**src/rtl/irq_prio_pkg.sv**
```systemverilog
package irq_prio_pkg;

   // Vector that carries a given source.
   // Layout: external source first, then solo sources, then the shared pair,
   // then the serial group.
   function automatic int src_to_vec(input int s, input int n_solo, input int n_duo);
      if (s <= n_solo)
         return s;
      else if (s <= n_solo + n_duo)
         return n_solo + 1;
      else
         return n_solo + 2;
   endfunction

   // Local enable index of a source (s >= 1). The last source reuses the
   // enable of the one before it.
   function automatic int src_to_en(input int s, input int n_src);
      int t;
      t = (s < n_src - 1) ? s : n_src - 2;
      return t - 1;
   endfunction

   typedef enum logic [0:0] {
      ARB_FIXED    = 1'b0,
      ARB_PROMOTED = 1'b1
   } arb_path_e;

endpackage

```
**src/rtl/irq_src_gate.sv**
```systemverilog
module irq_src_gate
   import irq_prio_pkg::*;
#(
   parameter int N_SOLO = 12,
   parameter int N_DUO  = 2,
   parameter int N_SER  = 5,
   localparam int N_SRC = 1 + N_SOLO + N_DUO + N_SER,
   localparam int N_EN  = N_SRC - 2,
   localparam int N_VEC = N_SOLO + 3
) (
   input  logic [N_SRC-1:0] req_i,
   input  logic [N_EN-1:0]  en_i,
   input  logic             imask_i,
   output logic [N_VEC-1:0] vreq_o
);

   logic [N_SRC-1:0] eff;

   // Per-source qualification by local enable
   for (genvar s = 0; s < N_SRC; s++) begin : g_src
      if (s == 0) begin : g_ext
         assign eff[s] = req_i[s];
      end else begin : g_loc
         assign eff[s] = req_i[s] & en_i[src_to_en(s, N_SRC)];
      end
   end

   // Fold qualified sources onto vectors, then apply the global mask
   for (genvar v = 0; v < N_VEC; v++) begin : g_vec
      logic hit;
      always_comb begin
         hit = 1'b0;
         for (int s = 0; s < N_SRC; s++) begin
            if (src_to_vec(s, N_SOLO, N_DUO) == v)
               hit = hit | eff[s];
         end
      end
      assign vreq_o[v] = hit & ~imask_i;
   end

endmodule

```
**src/rtl/irq_prom_reg.sv**
```systemverilog
module irq_prom_reg #(
   parameter int          SEL_W = 4,
   parameter logic [SEL_W-1:0] RST_CODE = '0
) (
   input  logic             clk,
   input  logic             rst_n,
   input  logic             imask_i,
   input  logic             we_i,
   input  logic [SEL_W-1:0] wdata_i,
   output logic [SEL_W-1:0] sel_o
);

   logic [SEL_W-1:0] sel_q;
   logic             wr_ok;

   // Writes are locked out unless the global mask is set
   assign wr_ok = we_i & imask_i;

   always_ff @(posedge clk or negedge rst_n) begin
      if (!rst_n)
         sel_q <= RST_CODE;
      else if (wr_ok)
         sel_q <= wdata_i;
   end

   assign sel_o = sel_q;

endmodule

```
**src/rtl/irq_arbiter.sv**
```systemverilog
module irq_arbiter
   import irq_prio_pkg::*;
#(
   parameter int N_VEC   = 15,
   parameter int SEL_W   = 4,
   parameter bit PROMOTE = 1'b1
) (
   input  logic [N_VEC-1:0] vreq_i,
   input  logic [SEL_W-1:0] sel_i,
   output logic             any_o,
   output logic [SEL_W-1:0] win_o
);

   logic [SEL_W-1:0] dflt;
   arb_path_e        path;

   assign any_o = |vreq_i;

   // Fixed order: lowest vector number wins
   always_comb begin
      dflt = '0;
      for (int v = N_VEC - 1; v >= 0; v--) begin
         if (vreq_i[v])
            dflt = SEL_W'(v);
      end
   end

   if (PROMOTE) begin : g_prom
      logic sel_valid;
      logic sel_pend;
      assign sel_valid = (32'(sel_i) < N_VEC);
      always_comb begin
         sel_pend = 1'b0;
         for (int v = 0; v < N_VEC; v++) begin
            if (32'(sel_i) == v)
               sel_pend = vreq_i[v];
         end
      end
      assign path = (sel_valid && sel_pend) ? ARB_PROMOTED : ARB_FIXED;
   end else begin : g_fixed
      assign path = ARB_FIXED;
   end

   assign win_o = (path == ARB_PROMOTED) ? sel_i : dflt;

endmodule

```
**src/rtl/irq_prioritizer.sv**
```systemverilog
module irq_prioritizer
   import irq_prio_pkg::*;
#(
   parameter int N_SOLO  = 12,
   parameter int N_DUO   = 2,
   parameter int N_SER   = 5,
   parameter int SEL_W   = 4,
   parameter bit PROMOTE = 1'b1,
   localparam int N_SRC  = 1 + N_SOLO + N_DUO + N_SER,
   localparam int N_EN   = N_SRC - 2,
   localparam int N_VEC  = N_SOLO + 3
) (
   input  logic             clk,
   input  logic             rst_n,
   input  logic [N_SRC-1:0] req_i,
   input  logic [N_EN-1:0]  en_i,
   input  logic             imask_i,
   input  logic             sel_we_i,
   input  logic [SEL_W-1:0] sel_wdata_i,
   input  logic             ack_i,
   output logic             irq_o,
   output logic [SEL_W-1:0] vec_o
);

   // Elaboration-time parameter checks
   if (N_SOLO < 1) begin : g_chk_solo
      $error("irq_prioritizer: N_SOLO must be at least 1");
   end
   if (N_DUO < 1) begin : g_chk_duo
      $error("irq_prioritizer: N_DUO must be at least 1");
   end
   if (N_SER < 2) begin : g_chk_ser
      $error("irq_prioritizer: N_SER must be at least 2 for the shared enable");
   end
   if ((1 << SEL_W) < N_VEC) begin : g_chk_selw
      $error("irq_prioritizer: SEL_W too narrow for N_VEC");
   end

   logic [N_VEC-1:0] vreq;
   logic [SEL_W-1:0] sel_q;
   logic             any;
   logic [SEL_W-1:0] win;
   logic             irq_q;
   logic [SEL_W-1:0] vec_q;

   irq_src_gate #(
      .N_SOLO (N_SOLO),
      .N_DUO  (N_DUO),
      .N_SER  (N_SER)
   ) u_gate (
      .req_i   (req_i),
      .en_i    (en_i),
      .imask_i (imask_i),
      .vreq_o  (vreq)
   );

   irq_prom_reg #(
      .SEL_W    (SEL_W),
      .RST_CODE ('0)
   ) u_prom (
      .clk     (clk),
      .rst_n   (rst_n),
      .imask_i (imask_i),
      .we_i    (sel_we_i),
      .wdata_i (sel_wdata_i),
      .sel_o   (sel_q)
   );

   irq_arbiter #(
      .N_VEC   (N_VEC),
      .SEL_W   (SEL_W),
      .PROMOTE (PROMOTE)
   ) u_arb (
      .vreq_i (vreq),
      .sel_i  (sel_q),
      .any_o  (any),
      .win_o  (win)
   );

   // Output stage: frozen while presented and not yet acknowledged
   always_ff @(posedge clk or negedge rst_n) begin
      if (!rst_n) begin
         irq_q <= 1'b0;
         vec_q <= '0;
      end else if (!irq_q || ack_i) begin
         irq_q <= any;
         vec_q <= win;
      end
   end

   assign irq_o = irq_q;
   assign vec_o = vec_q;

endmodule

```
**config.mk**
```make
export PLATFORM = sky130hd
export DESIGN_NAME = irq_prioritizer
export DESIGN_NICKNAME = d
export VERILOG_FILES = /design/src/rtl/irq_prio_pkg.sv /design/src/rtl/irq_src_gate.sv /design/src/rtl/irq_prom_reg.sv /design/src/rtl/irq_arbiter.sv /design/src/rtl/irq_prioritizer.sv
export SDC_FILE = /design/constraint.sdc
export NUM_CORES = 1
export LEC_CHECK = 0
export BUFFER_PORTS_ARGS = -buffer_cell sky130_fd_sc_hd__buf_4
export CORE_MARGIN = 10
export CORE_UTILIZATION = 48
export DETAILED_ROUTE_END_ITERATION = 16
export GPL_ROUTABILITY_DRIVEN = 0
export GPL_TIMING_DRIVEN = 0
export PLACE_DENSITY_LB_ADDON = 0.25
export SETUP_SLACK_MARGIN = 0.15
export SYNTH_ARGS = -nofsm -noshare
export SYNTH_HDL_FRONTEND = slang
export SYNTH_SLANG_ARGS = --single-unit
```
**constraint.sdc**
```tcl
create_clock -name clk -period 3.2 [get_ports clk]
set_input_delay 0.32 -clock clk [delete_from_list [all_inputs] [get_ports clk]]
set_output_delay 0.32 -clock clk [all_outputs]
set_load 0.01 [all_outputs]
```
==> summary.md, run 1 <==
| Metric | Value |
|---|---|
| Setup ws final | `1190 ps` |
| Die area | `0.00432 sq mm` |
| Die height | `65.7 microns` |
| Final worst path period share | `62.8%` |
| Final ANT Viol Nets | `0` |
| Seq/Total Area, Yosys | `22.5%` |
| CTS Buf Count | `3` |
| Worst hold path type | `input port to flip-flop` |
| Final hold vios | `0` |
| GRT overflow | `0` |
| Internal power | `0.315 mW` |
| EDFF count, synth | `0` |
| Worst EP required | `3400 ps` |
| Min Tclk post-route | `2010 ps` |
| Clk_lat worst skew | `250 ps` |
| DR DRC count | `0` |
| H-tree Lvls | `1` |
| Row cnt | `16` |
| Psw | `0.188 mW` |
| DRT Wirelength | `3580 microns` |
| Sequential power share | `30.3%` |
| Worst VDD drop | `0.356 mV` |
| Routed length per instance | `16.9 microns` |
| Ys async rst share | `100%` |
| Register bit total from synthesis | `9` |
| Buffers on Ports | `51` |
| Sw Ratio | `37.5%` |
| RSZ-0062 raised after global routing | `false` |
| Arrival time worst endpoint | `2210 ps` |
| Largest net degree at the start of global routing | `11` |
| Hold slack | `298 ps` |
| Slew margin rel. | `67.0%` |
| Critical Path, Cell by Cell | `buf_4 -> nand4b_1 -> a31oi_1 -> o31ai_4 -> nand4_2 -> a2111oi_2 -> a211o_1` |
| Most used flip-flop cell after synthesis | `dfrtp_1` |
| Synth Warn # | `0` |
| Synthesized instance count | `128` |
| Placement Setup Slack | `1140 ps` |
| Max Cap Viol | `0` |
| Crit-path max FO | `10` |
| 1st-iter DRT viols | `95` |
| Core Area | `0.00198 sq mm` |
| Worst Path Buf+Inv | `1` |
| Skew final | `2.99 ps` |
| Synth top area share | `22.5%` |
| CTS tree | `built` |
| WS Path Type | `flip-flop to flip-flop` |
| DR vias/cell | `6.23` |
| Synth Net Count | `175` |
| Total iterations of the first detailed-routing run | `4` |
| CTS max path bufs | `2` |
| Worst-path clk slew | `60 ps` |
| Largest cells by area after synthesis | `dfrtp_1 (22%), nand2_1 (7.1%), a21oi_1 (5.5%), o21ai_0 (5.0%), mux2_2 (4.5%)` |
| Antenna Cells | `0` |
| Gr usage total | `16.1%` |
| Die W | `65.7 microns` |
| Fraction of layout cells with a size suffix above 1 | `37.5%` |
| Final setup fails | `0` |
| Max incr delay on CP | `420 ps` |
| Yosys top cell by area | `dfrtp_1` |
| Final Max Slew Viols | `0` |
| CP max-delay cell | `dfrtp_1` |
| HPWL Detailed | `2890 microns` |
| PD cells | `346 mW/mm^2` |
| CP delay by family, top | `compound AO/OA/AOI/OAI gates` |
| First-pass GRT wire length | `5740 microns` |
| Leakage power total | `0.638 nW` |
| Final Total Pwr | `0.503 mW` |
| Netlist cell types | `45` |
| Clock Power Share | `16.6%` |
| Type of element capturing the critical path | `flip-flop` |
| # clock sinks | `9` |
| Worst slew pin tran | `493 ps` |
| FMAX | `0.497 GHz` |
| Syn-to-layout area delta | `45.2%` |
| Outcome | `completed` |
| Post-route cell area | `0.00146 sq mm` |
| Mapped Area | `0.00100 sq mm` |
| Initial Util | `50.6%` |
| Vias in the first global route | `1262` |
| Critical Path Start Type | `flip-flop` |
| Root Driver | `clkbuf_4` |
| Placement Cell Area | `0.00142 sq mm` |
| Avg Cell Area, Syn | `7.83 sq um` |
| Total Nets Final | `232` |
| Initial antenna violation count | `0` |
| Combinational share of power | `53.0%` |
| Vias | `1315` |
| Ports | `52` |
| Setup TNS | `0 ps` |
| Post-synth top cells | `nand2_1 (19), a21oi_1 (11), o21ai_0 (10)` |
| Most frequent cell after synthesis | `nand2_1` |
==> path summary, 6_finish.rpt <==
kind,cells after the start,end,startpoint,slack (ps)
max in group asynchronous,2,u_prom.sel_o[3]$_DFFE_PN0P_,rst_n,2640
min in group asynchronous,2,vec_o[0]$_DFFE_PN0P_,rst_n,430
min reg2reg,2,vec_o[3]$_DFFE_PN0P_,vec_o[3]$_DFFE_PN0P_,490
max,7,vec_o[2]$_DFFE_PN0P_,u_prom.sel_o[1]$_DFFE_PN0P_,1190
min,2,u_prom.sel_o[3]$_DFFE_PN0P_,sel_wdata_i[3],300
max reg2reg,7,vec_o[2]$_DFFE_PN0P_,u_prom.sel_o[1]$_DFFE_PN0P_,1190
==> per-layer routing <==
metal	routed length [microns]	global-route usage, %
met5	0	0
met1	1290	18.0
met4	55	4.28
met3	465	6.61
met2	1760	27.3
==> flip-flops by register name, summed over array words and instances (netlist names) <==
register,cells
vec_o,4
irq_o,1
u_prom.sel_o,4
==> layout make-up <==
cell class              instances  area (sq um)
plain buffers                   8          46.3
fillers                       175           527
inverters                       2          7.51
multi-input cells             109           723
well taps                      27          33.8
repair buffers                 52           393
flip-flops and latches          9           225
clock buffers                   4          26.3
==> what timing repair did <==
item	4_1_cts	5_1_grt
endpoints found under the hold margin	9	0
hold buffers	1	0
setup buffers	0	0
gates resized for setup	0	0
==> power by group through the flow <==
stage	registers, mW	logic (mW)	clock network, mW
after floorplan	0.156	0.149	0
after global placement	0.151	0.254	0
after detailed placement	0.153	0.261	0
after CTS	0.152	0.264	0.0859
after global routing	0.155	0.289	0.0936
final	0.153	0.267	0.0837
==> placed cells by master, fill, tap and decap left out, types with 3 or more instances in the layout <==
master and instances:
buf_4 55, a22oi_1 4, a31oi_1 4, nor3_1 4, clkbuf_1 4, nand3_1 5, and2_1 3, a41oi_1 3
nor2b_1 3, mux2_2 4, dfrtp_1 9, a21oi_1 11, o21ai_0 10, nor2_1 6, clkbuf_4 3, nand2_1 19
==> logic make-up (layout without fill, tap and decap cells) <==
group | after synthesis | after routing | synth area share (%)
buffers and inverters | 10 | 66 | 5.37
multiplexers | 5 | 5 | 5.49
AND/OR/NAND/NOR | 56 | 56 | 31.3
AO/OA/AOI/OAI | 48 | 48 | 35.3
flip-flops | 9 | 9 | 22.5
==> metrics by stage <==
step | util [%] | std cells
after global routing | 73.4 | 211
after CTS | 73.4 | 211
after global placement | 71.6 | 206
final | 73.4 | 211
after floorplan | - | 128
after detailed placement | 71.6 | 206
(Power assumes the default switching activity.)
==> inputs of run 2 (changes only) <==
--- a/config.mk
+++ b/config.mk
@@ -7,7 +7,7 @@
 export LEC_CHECK = 0
 export BUFFER_PORTS_ARGS = -buffer_cell sky130_fd_sc_hd__buf_4
 export CORE_MARGIN = 10
-export CORE_UTILIZATION = 48
+export CORE_UTILIZATION = 45
 export DETAILED_ROUTE_END_ITERATION = 16
 export GPL_ROUTABILITY_DRIVEN = 0
 export GPL_TIMING_DRIVEN = 0
==> constraint.sdc (replaced) <==
create_clock -name clk -period 1.86 [get_ports clk]
set_input_delay 0.186 -clock clk [delete_from_list [all_inputs] [get_ports clk]]
set_output_delay 0.186 -clock clk [all_outputs]
set_load 0.01 [all_outputs]
==> summary.md, run 2 (synthesis gave the netlist of run 1 again) <==
| Metric | Value |
|---|---|
| RSZ-0062 raised after global routing | `true` |
| Max incr delay on CP | `450 ps` |
| Slew margin rel. | `66.2%` |
| Gr usage total | `16.9%` |
| Placement Cell Area | `0.00143 sq mm` |
| Hold path start | `sel_wdata_i[1]` |
| Row cnt | `17` |
| Die height | `67.2 microns` |
| Setup TNS | `0 ps` |
| HPWL Detailed | `2950 microns` |
| FMAX | `0.562 GHz` |
| Min Tclk post-route | `1780 ps` |
| Max Cap Viol | `0` |
| Final worst path period share | `95.6%` |
| Worst EP required | `2000 ps` |
| Die area | `0.00451 sq mm` |
| Core Area | `0.00217 sq mm` |
| CTS max path bufs | `2` |
| CP max-delay cell | `dfrtp_2` |
| Combinational share of power | `58.2%` |
| Final Max Slew Viols | `0` |
| PD cells | `596 mW/mm^2` |
| Critical Path, Cell by Cell | `buf_6 -> and2_4 -> a221oi_4 -> o31ai_4 -> buf_4 -> buf_6 -> nand3_2 -> a21o_1 -> o21ai_1` |
| Sw Ratio | `37.6%` |
| Worst-path clk slew | `60 ps` |
| Most numerous cell on the critical path | `buf_6` |
| # clock sinks | `9` |
| Vias | `1331` |
| Initial Util | `46.2%` |
| Fraction of layout cells with a size suffix above 1 | `49.2%` |
| Final hold vios | `0` |
| Buffers on Ports | `51` |
| R2R Setup Slk | `80 ps` |
| Most frequent cells in the layout | `buf_4 (58), nand2_1 (18), a21oi_1 (9), o21ai_0 (7), dfrtp_1 (7)` |
| CTS Buf Count | `3` |
| WS Path Type | `flip-flop to flip-flop` |
| Leakage power total | `0.715 nW` |
| Largest net degree at the start of global routing | `11` |
| Arrival time worst endpoint | `1920 ps` |
| Syn-to-layout area delta | `65.0%` |
| Final setup fails | `0` |
| Final ANT Viol Nets | `0` |
| Antenna Cells | `0` |
| Critical Path Start Type | `flip-flop` |
| First-pass GRT wire length | `6050 microns` |
| Worst slew pin tran | `506 ps` |
| Worst Path Buf+Inv | `3` |
| Total iterations of the first detailed-routing run | `4` |
| 1st-iter DRT viols | `117` |
| Clk_lat worst skew | `260 ps` |
| Worst hold path type | `input port to flip-flop` |
| DR DRC count | `0` |
| Post-route cell area | `0.00165 sq mm` |
| Sequential power share | `26.8%` |
| Stages on the worst setup path | `9` |
| Worst r2r path cells | `9` |
| Fillcell total | `173` |
| Crit-path max FO | `4` |
| Core Util, Final | `76.2%` |
| Total Nets Final | `241` |
| Clock Power Share | `15.0%` |
| Worst hold stages | `2` |
| Hold slack | `161 ps` |
| Outcome | `completed` |
| GRT overflow | `0` |
| Reg2Reg Launch Point | `u_prom.sel_o[1]$_DFFE_PN0P_` |
| Hold endpoint | `u_prom.sel_o[1]$_DFFE_PN0P_` |
| CTS tree | `built` |
| Skew final | `7.87 ps` |
| DR vias/cell | `6.02` |
| Type of element capturing the critical path | `flip-flop` |
| DRT Wirelength | `3890 microns` |
| CP delay by family, top | `compound AO/OA/AOI/OAI gates` |
| Internal power | `0.615 mW` |
| Ports | `52` |
| Worst r2r dst | `vec_o[1]$_DFFE_PN0P_` |
| Die W | `67.2 microns` |
| Commonest non-fill, non-tap cell in the layout | `buf_4` |
| Root Driver | `clkbuf_4` |
| Routed length per instance | `17.6 microns` |
| H-tree Lvls | `1` |
| Initial antenna violation count | `0` |
| Psw | `0.371 mW` |
| Vias in the first global route | `1304` |
| Worst VDD drop | `0.544 mV` |
==> run 2: worst max-delay path by stage <==
stage	start	slack [ps]	endpoint
3_3_place_gp	req_i[13]	-30	vec_o[2]$_DFFE_PN0P_
4_1_cts	u_prom.sel_o[1]$_DFFE_PN0P_	40	vec_o[2]$_DFFE_PN0P_
2_1_floorplan	u_prom.sel_o[0]$_DFFE_PN0P_	150	vec_o[2]$_DFFE_PN0P_
5_1_grt	u_prom.sel_o[1]$_DFFE_PN0P_	3	vec_o[1]$_DFFE_PN0P_
3_5_place_dp	u_prom.sel_o[1]$_DFFE_PN0P_	-60	vec_o[2]$_DFFE_PN0P_
6_report	u_prom.sel_o[1]$_DFFE_PN0P_	80	vec_o[1]$_DFFE_PN0P_
==> run 2: area by class of cell <==
class,count,area [sq um],area share [%]
well taps,28,35.0,2.12
clock buffers,4,26.3,1.59
plain buffers,8,61.3,3.71
multi-input cells,109,825,49.8
repair buffers,61,472,28.5
flip-flops and latches,9,228,13.8
inverters,2,7.51,0.454
==> run 2: per-layer routing <==
| layer | wire (microns) | global-route usage [%] | vias to the layer above |
|---|---|---|---|
| met2 | 2090 | 31.3 | 85 |
| met4 | 43 | 5.13 | 0 |
| met5 | 0 | 0 | - |
| met3 | 386 | 5.12 | 6 |
| li1 | - | - | 632 |
| met1 | 1380 | 17.9 | 608 |
==> run 2: worst reg2reg max path: stages, from the launching register on <==
cell,delay (ps)
dfrtp_2,450
buf_6,130
and2_4,150
a221oi_4,310
o31ai_4,130
buf_4,150
buf_6,110
nand3_2,50
a21o_1,110
o21ai_1,70
==> run 2: repair_timing <==
| item | CTS | global route |
|---|---|---|
| setup endpoints to repair | 4 | 4 |
| gates resized for setup | 22 | 8 |
| hold buffers | 1 | 0 |
| hold endpoints to repair | 9 | 0 |
| pin swaps | 14 | 9 |
| setup buffers | 9 | 0 |
==> run 2: power groups by stage <==
stage	Sequential [mW]	Clock (mW)	Combinational [mW]
4_1_cts	0.260	0.154	0.553
3_3_place_gp	0.262	0	0.440
5_1_grt	0.268	0.167	0.619
6_report	0.264	0.148	0.574
2_1_floorplan	0.269	0	0.260
3_5_place_dp	0.263	0	0.454
==> run 2: metrics by stage <==
stage / setup slack (ps) / total power [mW] / instances
global route: 2.65 / 1.05 / 221
finish: 81.6 / 0.986 / 221
floorplan: 153 / 0.529 / 128
global placement: -26.1 / 0.702 / 207
detailed placement: -57.7 / 0.717 / 207
CTS: 38.9 / 0.968 / 221
==> inputs of run 3 (changes only) <==
==> constraint.sdc (replaced) <==
create_clock -name clk -period 1.7 [get_ports clk]
set_input_delay 0.17 -clock clk [delete_from_list [all_inputs] [get_ports clk]]
set_output_delay 0.17 -clock clk [all_outputs]
set_load 0.01 [all_outputs]
==> summary.md, run 3 (synthesis gave the netlist of run 1 again) <==
| Metric | Value |
|---|---|
| CTS max path bufs | `2` |
| HPWL Detailed | `2930 microns` |
| Worst VDD drop | `0.540 mV` |
| Total Nets Final | `241` |
| Type of element capturing the critical path | `flip-flop` |
| DRT Wirelength | `4130 microns` |
| Ports | `52` |
| Max incr delay on CP | `410 ps` |
| CP delay by family, top | `compound AO/OA/AOI/OAI gates` |
| Initial Util | `46.2%` |
| Arrival time worst endpoint | `1940 ps` |
| RSZ-0062 raised after global routing | `true` |
| DR vias/cell | `6.33` |
| Root Driver | `clkbuf_4` |
| Final Max Slew Viols | `0` |
| R2R Setup Slk | `-90 ps` |
| Worst-path clk slew | `70 ps` |
| Die area | `0.00451 sq mm` |
| GRT overflow | `0` |
| Final worst path period share | `105%` |
| Leakage power total | `0.712 nW` |
| CP max-delay cell | `dfrtp_1` |
| Worst slew pin tran | `511 ps` |
| Worst EP required | `1850 ps` |
| Critical Path Start Type | `flip-flop` |
| Vias | `1400` |
| CTS Buf Count | `3` |
| Core Area | `0.00217 sq mm` |
| FMAX | `0.559 GHz` |
| Final ANT Viol Nets | `0` |
| Final setup fails | `3` |
| Routed length per instance | `18.7 microns` |
| Final hold vios | `0` |
| Most frequent cells in the layout | `buf_4 (59), nand2_1 (19), a21oi_1 (8), dfrtp_1 (8), o21ai_0 (7)` |
| Clk_lat worst skew | `260 ps` |
| Vias in the first global route | `1315` |
| Antenna Cells | `0` |
| Syn-to-layout area delta | `64.8%` |
| First-pass GRT wire length | `6040 microns` |
| Min Tclk post-route | `1790 ps` |
| Die W | `67.2 microns` |
| 1st-iter DRT viols | `139` |
| Fillcell total | `172` |
| Placement Setup Slack | `-205 ps` |
| Skew final | `11.5 ps` |
| Gr usage total | `16.7%` |
| PD cells | `664 mW/mm^2` |
| Die height | `67.2 microns` |
| Max Cap Viol | `0` |
| DP Cell Count | `207` |
| Commonest non-fill, non-tap cell in the layout | `buf_4` |
| Buffers on Ports | `51` |
| Violated checks | `negative setup slack` |
| H-tree Lvls | `1` |
| Critical Path, Cell by Cell | `buf_6 -> nand2b_1 -> a211oi_1 -> o31ai_4 -> nand4_4 -> a2111oi_2 -> a211o_1` |
| Outcome | `finished, violations left` |
| Initial antenna violation count | `0` |
| Fin cells | `221` |
| Fraction of layout cells with a size suffix above 1 | `47.2%` |
| Slew margin rel. | `65.9%` |
| DR DRC count | `0` |
| CTS tree | `built` |
| Worst Path Buf+Inv | `1` |
| Total iterations of the first detailed-routing run | `6` |
| Setup ws final | `-88.9 ps` |
| Crit-path max FO | `4` |
| Largest net degree at the start of global routing | `11` |
| Worst hold path type | `input port to flip-flop` |
| # clock sinks | `9` |
| WS Path Type | `flip-flop to flip-flop` |
| Row cnt | `17` |
[run 3: path summary, 6_finish.rpt]
path                                                  start                          end  cells after the start
worst min-delay path                         sel_wdata_i[1]  u_prom.sel_o[1]$_DFFE_PN0P_                      2
worst max register to register  u_prom.sel_o[1]$_DFFE_PN0P_         vec_o[2]$_DFFE_PN0P_                      7
max in group asynchronous                             rst_n  u_prom.sel_o[2]$_DFFE_PN0P_                      2
worst max-delay path            u_prom.sel_o[1]$_DFFE_PN0P_         vec_o[2]$_DFFE_PN0P_                      7
worst min register to register         vec_o[2]$_DFFE_PN0P_         vec_o[2]$_DFFE_PN0P_                      1
min in group asynchronous                             rst_n         vec_o[3]$_DFFE_PN0P_                      2
[run 3: per-layer routing]
metal  share of wire, %  up-vias  track usage [%]
li1                   -      635                -
met1                 34      658             18.0
met2                 53       91             30.2
met3                 10       16             5.29
met4                2.7        0             5.13
met5                  0        -                0
[run 3: repair_timing]
item	in CTS	in global routing
gates cloned	0	0
buffers inserted	7	2
pin swaps	9	7
resized for setup	12	10
setup endpoints to repair	4	4
hold buffers	1	0
hold endpoints to repair	9	0
[run 3: layout make-up]
type / count / area (sq um) / area share [%]
inverter: 2 / 7.51 / 0.455
clock buffer: 4 / 26.3 / 1.59
sequential: 9 / 226 / 13.7
buffer: 8 / 61.3 / 3.71
multi-input combinational: 109 / 830 / 50.2
tap: 28 / 35.0 / 2.12
timing repair buffer: 61 / 465 / 28.2
[run 3: worst reg2reg max path: stages (launching register included)]
cell,delay [ps]
dfrtp_1,410
buf_6,140
nand2b_1,140
a211oi_1,380
o31ai_4,140
nand4_4,110
a2111oi_2,80
a211o_1,280
[run 3: per-stage QoR]
stage          setup TNS, ps  util, %  hold slack [ps]  power, mW  area, sq um
3_5_place_dp            -284     65.7            -2.12      0.784         1430
6_report                -242     76.1              141       1.10         1650
2_1_floorplan          -6.68        -             -126      0.581         1010
3_3_place_gp            -199     65.7            -5.39      0.770         1430
4_1_cts                 -192     71.9              142       1.02         1560
5_1_grt                 -522     76.1              139       1.17         1650
[run 3: where the power goes]
group | internal [mW] | total [mW] | switching, mW
Clock | 0.0903 | 0.165 | 0.0746
Combinational | 0.329 | 0.646 | 0.316
Sequential | 0.256 | 0.286 | 0.0302
Total | 0.676 | 1.10 | 0.421
